[src/rtl/idp_pkg.sv]
package idp_pkg;
   typedef enum logic [2:0] {
      ST_IDLE,
      ST_DEVSEL,
      ST_ADDR_HI,
      ST_ADDR_LO,
      ST_WDATA,
      ST_READ
   } idp_state_e;
endpackage

[src/rtl/idp_cmd_fsm.sv]
module idp_cmd_fsm
   import idp_pkg::*;
#(
   parameter int DW        = 8,
   parameter int AW        = 8,
   parameter logic [3:0] DEV_TYPE = 4'b1011,
   parameter int SEL_BIT   = 2,
   parameter int LOCK_BIT  = 1
) (
   input  logic          clk,
   input  logic          rst_n,
   input  logic          bus_start,
   input  logic          bus_stop,
   input  logic          rx_vld,
   input  logic [DW-1:0] rx_byte,
   input  logic          tx_done,
   input  logic          tx_mack,
   input  logic          locked,
   output logic          resp_vld,
   output logic          resp_ack,
   output logic [AW-1:0] ptr,
   output logic          stage_we,
   output logic          stage_clr,
   output logic          commit,
   output logic          lock_set
);
   idp_state_e st;
   logic       is_lock;
   logic       first_data;
   logic       lock_req;
   logic       rx_take;
   logic       ack_now;
   logic       lock_ok;

   assign rx_take   = rx_vld && !bus_start && !bus_stop;
   assign stage_clr = bus_start || bus_stop;
   assign commit    = bus_stop && (st == ST_WDATA) && !is_lock;
   assign lock_set  = bus_stop && lock_req;
   assign stage_we  = rx_take && (st == ST_WDATA) && !is_lock && !locked;
   assign lock_ok   = first_data && !locked && rx_byte[LOCK_BIT];

   always_comb begin
      ack_now = 1'b0;
      unique case (st)
         ST_DEVSEL:  ack_now = (rx_byte[DW-1:DW-4] == DEV_TYPE);
         ST_ADDR_HI: ack_now = 1'b1;
         ST_ADDR_LO: ack_now = 1'b1;
         ST_WDATA:   ack_now = is_lock ? lock_ok : !locked;
         default:    ack_now = 1'b0;
      endcase
   end

   always_ff @(posedge clk or negedge rst_n) begin
      if (!rst_n) begin
         st         <= ST_IDLE;
         is_lock    <= 1'b0;
         first_data <= 1'b0;
         lock_req   <= 1'b0;
         ptr        <= '0;
         resp_vld   <= 1'b0;
         resp_ack   <= 1'b0;
      end else begin
         resp_vld <= rx_vld;
         resp_ack <= rx_take && ack_now;
         if (bus_start) begin
            st       <= ST_DEVSEL;
            lock_req <= 1'b0;
         end else if (bus_stop) begin
            st       <= ST_IDLE;
            lock_req <= 1'b0;
         end else if (rx_take) begin
            unique case (st)
               ST_DEVSEL: begin
                  if (!ack_now)       st <= ST_IDLE;
                  else if (rx_byte[0]) st <= ST_READ;
                  else                st <= ST_ADDR_HI;
               end
               ST_ADDR_HI: begin
                  is_lock <= rx_byte[SEL_BIT];
                  st      <= ST_ADDR_LO;
               end
               ST_ADDR_LO: begin
                  ptr        <= rx_byte[AW-1:0];
                  first_data <= 1'b1;
                  st         <= ST_WDATA;
               end
               ST_WDATA: begin
                  first_data <= 1'b0;
                  if (is_lock) lock_req <= lock_req || lock_ok;
                  else if (!locked) ptr <= ptr + 1'b1;
               end
               default: ;
            endcase
         end else if (tx_done && st == ST_READ) begin
            ptr <= ptr + 1'b1;
            if (!tx_mack) st <= ST_IDLE;
         end
      end
   end
endmodule

[src/rtl/idp_stage.sv]
module idp_stage #(
   parameter int DW = 8,
   parameter int AW = 8,
   localparam int DEPTH = 1 << AW
) (
   input  logic                       clk,
   input  logic                       rst_n,
   input  logic                       clr,
   input  logic                       we,
   input  logic [AW-1:0]              waddr,
   input  logic [DW-1:0]              wdata,
   output logic [DEPTH-1:0]           pend_v,
   output logic [DEPTH-1:0][DW-1:0]   pend_d
);
   always_ff @(posedge clk or negedge rst_n) begin
      if (!rst_n)   pend_v <= '0;
      else if (clr) pend_v <= '0;
      else if (we)  pend_v[waddr] <= 1'b1;
   end

   always_ff @(posedge clk) begin
      if (we) pend_d[waddr] <= wdata;
   end
endmodule

[src/rtl/idp_store.sv]
module idp_store #(
   parameter int DW = 8,
   parameter int AW = 8,
   parameter logic [7:0] ERASED = 8'hFF,
   localparam int DEPTH = 1 << AW
) (
   input  logic                     clk,
   input  logic                     fuse_clr_n,
   input  logic                     commit,
   input  logic [DEPTH-1:0]         pend_v,
   input  logic [DEPTH-1:0][DW-1:0] pend_d,
   input  logic                     lock_set,
   input  logic [AW-1:0]            raddr,
   output logic [DW-1:0]            rdata,
   output logic                     locked
);
   logic [DEPTH-1:0][DW-1:0] mem;

   always_ff @(posedge clk or negedge fuse_clr_n) begin
      if (!fuse_clr_n) begin
         for (int i = 0; i < DEPTH; i++) mem[i] <= DW'(ERASED);
      end else if (commit) begin
         for (int i = 0; i < DEPTH; i++)
            if (pend_v[i]) mem[i] <= pend_d[i];
      end
   end

   always_ff @(posedge clk or negedge fuse_clr_n) begin
      if (!fuse_clr_n)   locked <= 1'b0;
      else if (lock_set) locked <= 1'b1;
   end

   assign rdata = mem[raddr];
endmodule

[src/rtl/idp_lock_ctrl.sv]
module idp_lock_ctrl #(
   parameter int DW       = 8,
   parameter int AW       = 8,
   parameter logic [3:0] DEV_TYPE = 4'b1011,
   parameter int SEL_BIT  = 2,
   parameter int LOCK_BIT = 1
) (
   input  logic          clk,
   input  logic          rst_n,
   input  logic          fuse_clr_n,
   input  logic          bus_start,
   input  logic          bus_stop,
   input  logic          rx_vld,
   input  logic [7:0]    rx_byte,
   input  logic          tx_done,
   input  logic          tx_mack,
   output logic          resp_vld,
   output logic          resp_ack,
   output logic [7:0]    tx_byte,
   output logic          page_locked
);
   localparam int DEPTH = 1 << AW;

   if (DW != 8)                      $error("idp_lock_ctrl: DW must be 8");
   if (AW < 1 || AW > 8)             $error("idp_lock_ctrl: AW out of range");
   if (SEL_BIT < 0 || SEL_BIT >= DW) $error("idp_lock_ctrl: SEL_BIT out of range");
   if (LOCK_BIT < 1 || LOCK_BIT >= DW) $error("idp_lock_ctrl: LOCK_BIT out of range");

   logic [AW-1:0]            ptr;
   logic                     stage_we, stage_clr, commit, lock_set;
   logic [DEPTH-1:0]         pend_v;
   logic [DEPTH-1:0][DW-1:0] pend_d;

   idp_cmd_fsm #(.DW(DW), .AW(AW), .DEV_TYPE(DEV_TYPE), .SEL_BIT(SEL_BIT),
                 .LOCK_BIT(LOCK_BIT)) u_fsm (
      .clk(clk), .rst_n(rst_n), .bus_start(bus_start), .bus_stop(bus_stop),
      .rx_vld(rx_vld), .rx_byte(rx_byte), .tx_done(tx_done), .tx_mack(tx_mack),
      .locked(page_locked), .resp_vld(resp_vld), .resp_ack(resp_ack),
      .ptr(ptr), .stage_we(stage_we), .stage_clr(stage_clr),
      .commit(commit), .lock_set(lock_set)
   );

   idp_stage #(.DW(DW), .AW(AW)) u_stage (
      .clk(clk), .rst_n(rst_n), .clr(stage_clr), .we(stage_we),
      .waddr(ptr), .wdata(rx_byte), .pend_v(pend_v), .pend_d(pend_d)
   );

   idp_store #(.DW(DW), .AW(AW)) u_store (
      .clk(clk), .fuse_clr_n(fuse_clr_n), .commit(commit),
      .pend_v(pend_v), .pend_d(pend_d), .lock_set(lock_set),
      .raddr(ptr), .rdata(tx_byte), .locked(page_locked)
   );
endmodule

[config.mk]
export PLATFORM = sky130hd
export DESIGN_NAME = idp_lock_ctrl
export DESIGN_NICKNAME = d
export VERILOG_FILES = /design/src/rtl/idp_pkg.sv /design/src/rtl/idp_cmd_fsm.sv /design/src/rtl/idp_stage.sv /design/src/rtl/idp_store.sv /design/src/rtl/idp_lock_ctrl.sv
export SDC_FILE = /design/constraint.sdc
export NUM_CORES = 2
export LEC_CHECK = 0
export BUFFER_PORTS_ARGS = -buffer_cell sky130_fd_sc_hd__buf_2
export CAP_MARGIN = 30
export CORE_MARGIN = 2
export CORE_UTILIZATION = 25
export DETAILED_ROUTE_END_ITERATION = 8
export PLACE_DENSITY = 0.39
export SLEW_MARGIN = 20
export SYNTH_ARGS = -nofsm -noshare
export SYNTH_HDL_FRONTEND = slang
export SYNTH_HIERARCHICAL = 1
export SYNTH_SLANG_ARGS = --single-unit
[constraint.sdc]
create_clock -name clk -period 7.1 [get_ports clk]
set_input_delay 0.355 -clock clk [delete_from_list [all_inputs] [get_ports clk]]
set_output_delay 0.355 -clock clk [all_outputs]
set_load 0.02 [all_outputs]
==> qor.yml <==
routing:
  first_pass_iters: 5
  totalWireLength_um: 543000
  first_iter_violations: 5399
  vias: 88400
  ant_nets: 0
  drc: 0
  avgRoutedWirePerCell_um: 28.2
  vias_per_cell: 4.60
timing:
  fmax_mhz: 164
  slew_violations: 0
  fin_skew_ps: 122
  hold_viol: 0
  setup_tns_ps: 0
  setup_viol: 0
  holdWs_ps: 152
  fin_crit_ps: 6090
  worstMarginPinSlew_ps: 1170
  fin_crit_sh_pct: 85.8
  rsz0062_at_grt: "false"
  slew_headroom_pct: 21.8
power_and_ir_drop:
  power.clock.fraction_pct: 48.5
  p_leak_nw: 73.6
  power_density_nw_per_um2: 266
  switching_share_pct: 21.5
  ir_worst_vdd_mv: 0.221
  p_sw_mw: 11.5
  comb_power_share_pct: 1.8
  p_int_mw: 42.1
  p_seq_share_pct: 49.7
critical_path:
  cpMostUsedCell: "buf_12"
  r2r_setup_slack_ps: 2240
  timing.critical_path.buf_inv: 4
  rr_startpoint: "u_fsm/st[0]"
  critPathSlowestCell: "nor3_1"
  worstRegToRegCells: 7
  crit_family: "simple AND/OR/NAND/NOR gates"
  r2r_end: "u_stage/pend_d[1623]"
  cp.required_ps: 6740
  crit_chain: "buf_12 -> buf_12 -> mux4_2 -> a211oi_1 -> nor3_1 -> nor4_2 -> buf_4 -> nor4_4 -> buf_2"
  critPathCaptureType: "output port"
  slowest_delay_ps: 780
  cp_max_fo: 68
  critPathKind: "reg2out"
  cp-start-kind: "register"
  cp.arrival_ps: 5740
hold_path:
  hp-class: "in2async"
status:
  status: "complete, no violations"
floorplan:
  rows: 303
  start_util_pct: 25.1
  io_pins: 27
  die_h_um: 831
  dieArea_um2: 690000
  core-area_um2: 681000
  die_x_um: 831
layout:
  drive_gt1_share_pct: 58.0
  fillers: 66700
  most-common-layout-cells: "mux2_2, edfxtp_1, dfstp_2"
  syn_to_final_growth_pct: 17.7
  seq_area_um2: 122000
  fin_util_pct: 29.5
  nets: 9802
  layout_commonest_cell: "mux2_2"
  fin_cells: 19200
  multi_input_area_um2: 46700
cts:
  cts_setup_buffers: 0
  clock_sinks: 4369
  cts_resized: 0
  hold_buffers: 21
  clk_pin_slew_worst_paths_ps: 60
  cts_tree: "done"
  numCtsBuffers: 480
  cts_max_level: 5
  clk_path_buf_depth: 4
  clock_latency_ps: 1070
  root_buffer: "clkbuf_16"
synth:
  synthArstFlopShare_pct: 53.1
  synth-seq-cells: 4369
  syn_area_per_cell_um2: 18.4
  syn_area_um2: 171000
  ys.flop_type: "edfxtp_1"
  netlist_instances: 9289
  synth_seq_area_share_pct: 71.5
  synthDistinctLibCells: 95
  synth_edf_count: 2048
  yosys_warnings: 6
  synth_nets: 9306
grt:
  grt_pass1_wl_um: 772000
  grtUsageTotal_pct: 15.4
  grt_max_degree: 163
  grt.overflow.total: 0
  grt_pass1_vias: 95300
  antenna_found_initial: 39
placement:
  numPlacedInstances: 18300
  portBuffers: 26
  dp_hpwl_um: 327000
  gp_congestion: 0.772
flow_run:
  max_cap_violations: 0
[synthesized netlist by cell type, drive strengths merged, types with 9 or more instances]
| cell type | instances | area, µm² |
|---|---|---|
| mux2 | 2059 | 23200 |
| dfstp | 2048 | 53800 |
| edfxtp | 2048 | 61500 |
| mux4 | 408 | 9250 |
| nand2 | 318 | 1200 |
| nor3 | 293 | 1480 |
| dfrtp | 273 | 6830 |
| nand2b | 263 | 1650 |
| o41ai | 261 | 2580 |
| mux2i | 257 | 2570 |
| clkbuf | 253 | 956 |
| buf | 210 | 1680 |
| o221ai | 90 | 788 |
| a21oi | 87 | 447 |
| o22ai | 50 | 313 |
| nor2 | 46 | 175 |
| a22oi | 41 | 308 |
| o21ai | 30 | 165 |
| a221oi | 24 | 210 |
| a211oi | 19 | 153 |
| nor4 | 18 | 131 |
| nand3 | 16 | 80.1 |
| a31oi | 15 | 93.8 |
| o211ai | 11 | 82.6 |
| and2 | 10 | 62.6 |
| a22o | 9 | 78.8 |
| o31ai | 9 | 72.6 |
| or2 | 9 | 56.3 |
[registers in the layout, summed over array words and instances, names as in the netlist]
signal	flops
u_stage/pend_v	256
u_fsm/resp_vld	1
u_store/mem	2048
u_fsm/resp_ack	1
u_fsm/lock_req	1
u_fsm/first_data	1
u_store/locked	1
u_fsm/is_lock	1
u_fsm/ptr	8
u_stage/pend_d	2048
u_fsm/st	3
[power by group through the flow]
stage	sequential [mW]	combinational, mW	clock, mW
after floorplan	27.0	0.171	0
after global placement	27.0	0.994	0
after detailed placement	27.0	1.01	0
after CTS	26.6	1.02	26.9
after global routing	26.6	1.06	27.8
final	26.6	0.960	26.0
[area by class of cell]
| class | instances | share of cell area, % |
|---|---|---|
| Antenna cell | 17 | 0.0212 |
| Clock buffer | 709 | 6.97 |
| Clock inverter | 205 | 1.26 |
| Inverter | 9 | 0.0249 |
| Multi-Input combinational cell | 4446 | 23.2 |
| Sequential cell | 4369 | 60.7 |
| Tap cell | 8997 | 5.60 |
| Timing Repair Buffer | 479 | 2.15 |
[metal layers]
layer,vias up,part of all wire [%],wire (µm),global-route usage [%]
met3,579,3.4,18500,1.86
met5,-,0.0024,13,0
met4,2,2.0,10600,3.04
met2,1579,48,260000,25.6
met1,49100,47,253000,21.7
li1,37100,-,-,-
[worst max-delay path by stage]
stage	startpoint	endpoint	cells past startpoint
6_report	u_fsm/ptr[1]	tx_byte[2]	9
3_3_place_gp	u_fsm/ptr[0]	tx_byte[0]	9
3_5_place_dp	u_fsm/ptr[2]	tx_byte[1]	10
4_1_cts	u_fsm/ptr[1]	tx_byte[7]	10
5_1_grt	u_fsm/ptr[3]	tx_byte[6]	11
2_1_floorplan	bus_start	u_stage/pend_d[0]	7
[metrics by stage]
step	setup WS (ps)	instance area, µm²	power [mW]
floorplan	3960	171000	27.2
global placement	1210	183000	28.0
detailed placement	2100	184000	28.1
CTS	921	201000	54.5
global route	872	201000	55.5
finish	1010	201000	53.6
[cell families after synthesis]
kind of cell	count (synthesis)	synth area share, %
DFF	4369	71.5
muxes	2724	20.5
and+or+nand+nor	1035	3.13
AOI/OAI and AO/OA	686	3.32
buffers and inverters	474	1.57
adders and majority gates	1	0.00732
[worst min-delay path: cells and delay by family]
kind     cells  cell delay [ps]
buf+inv      3              970
(Power assumes the default switching activity.)
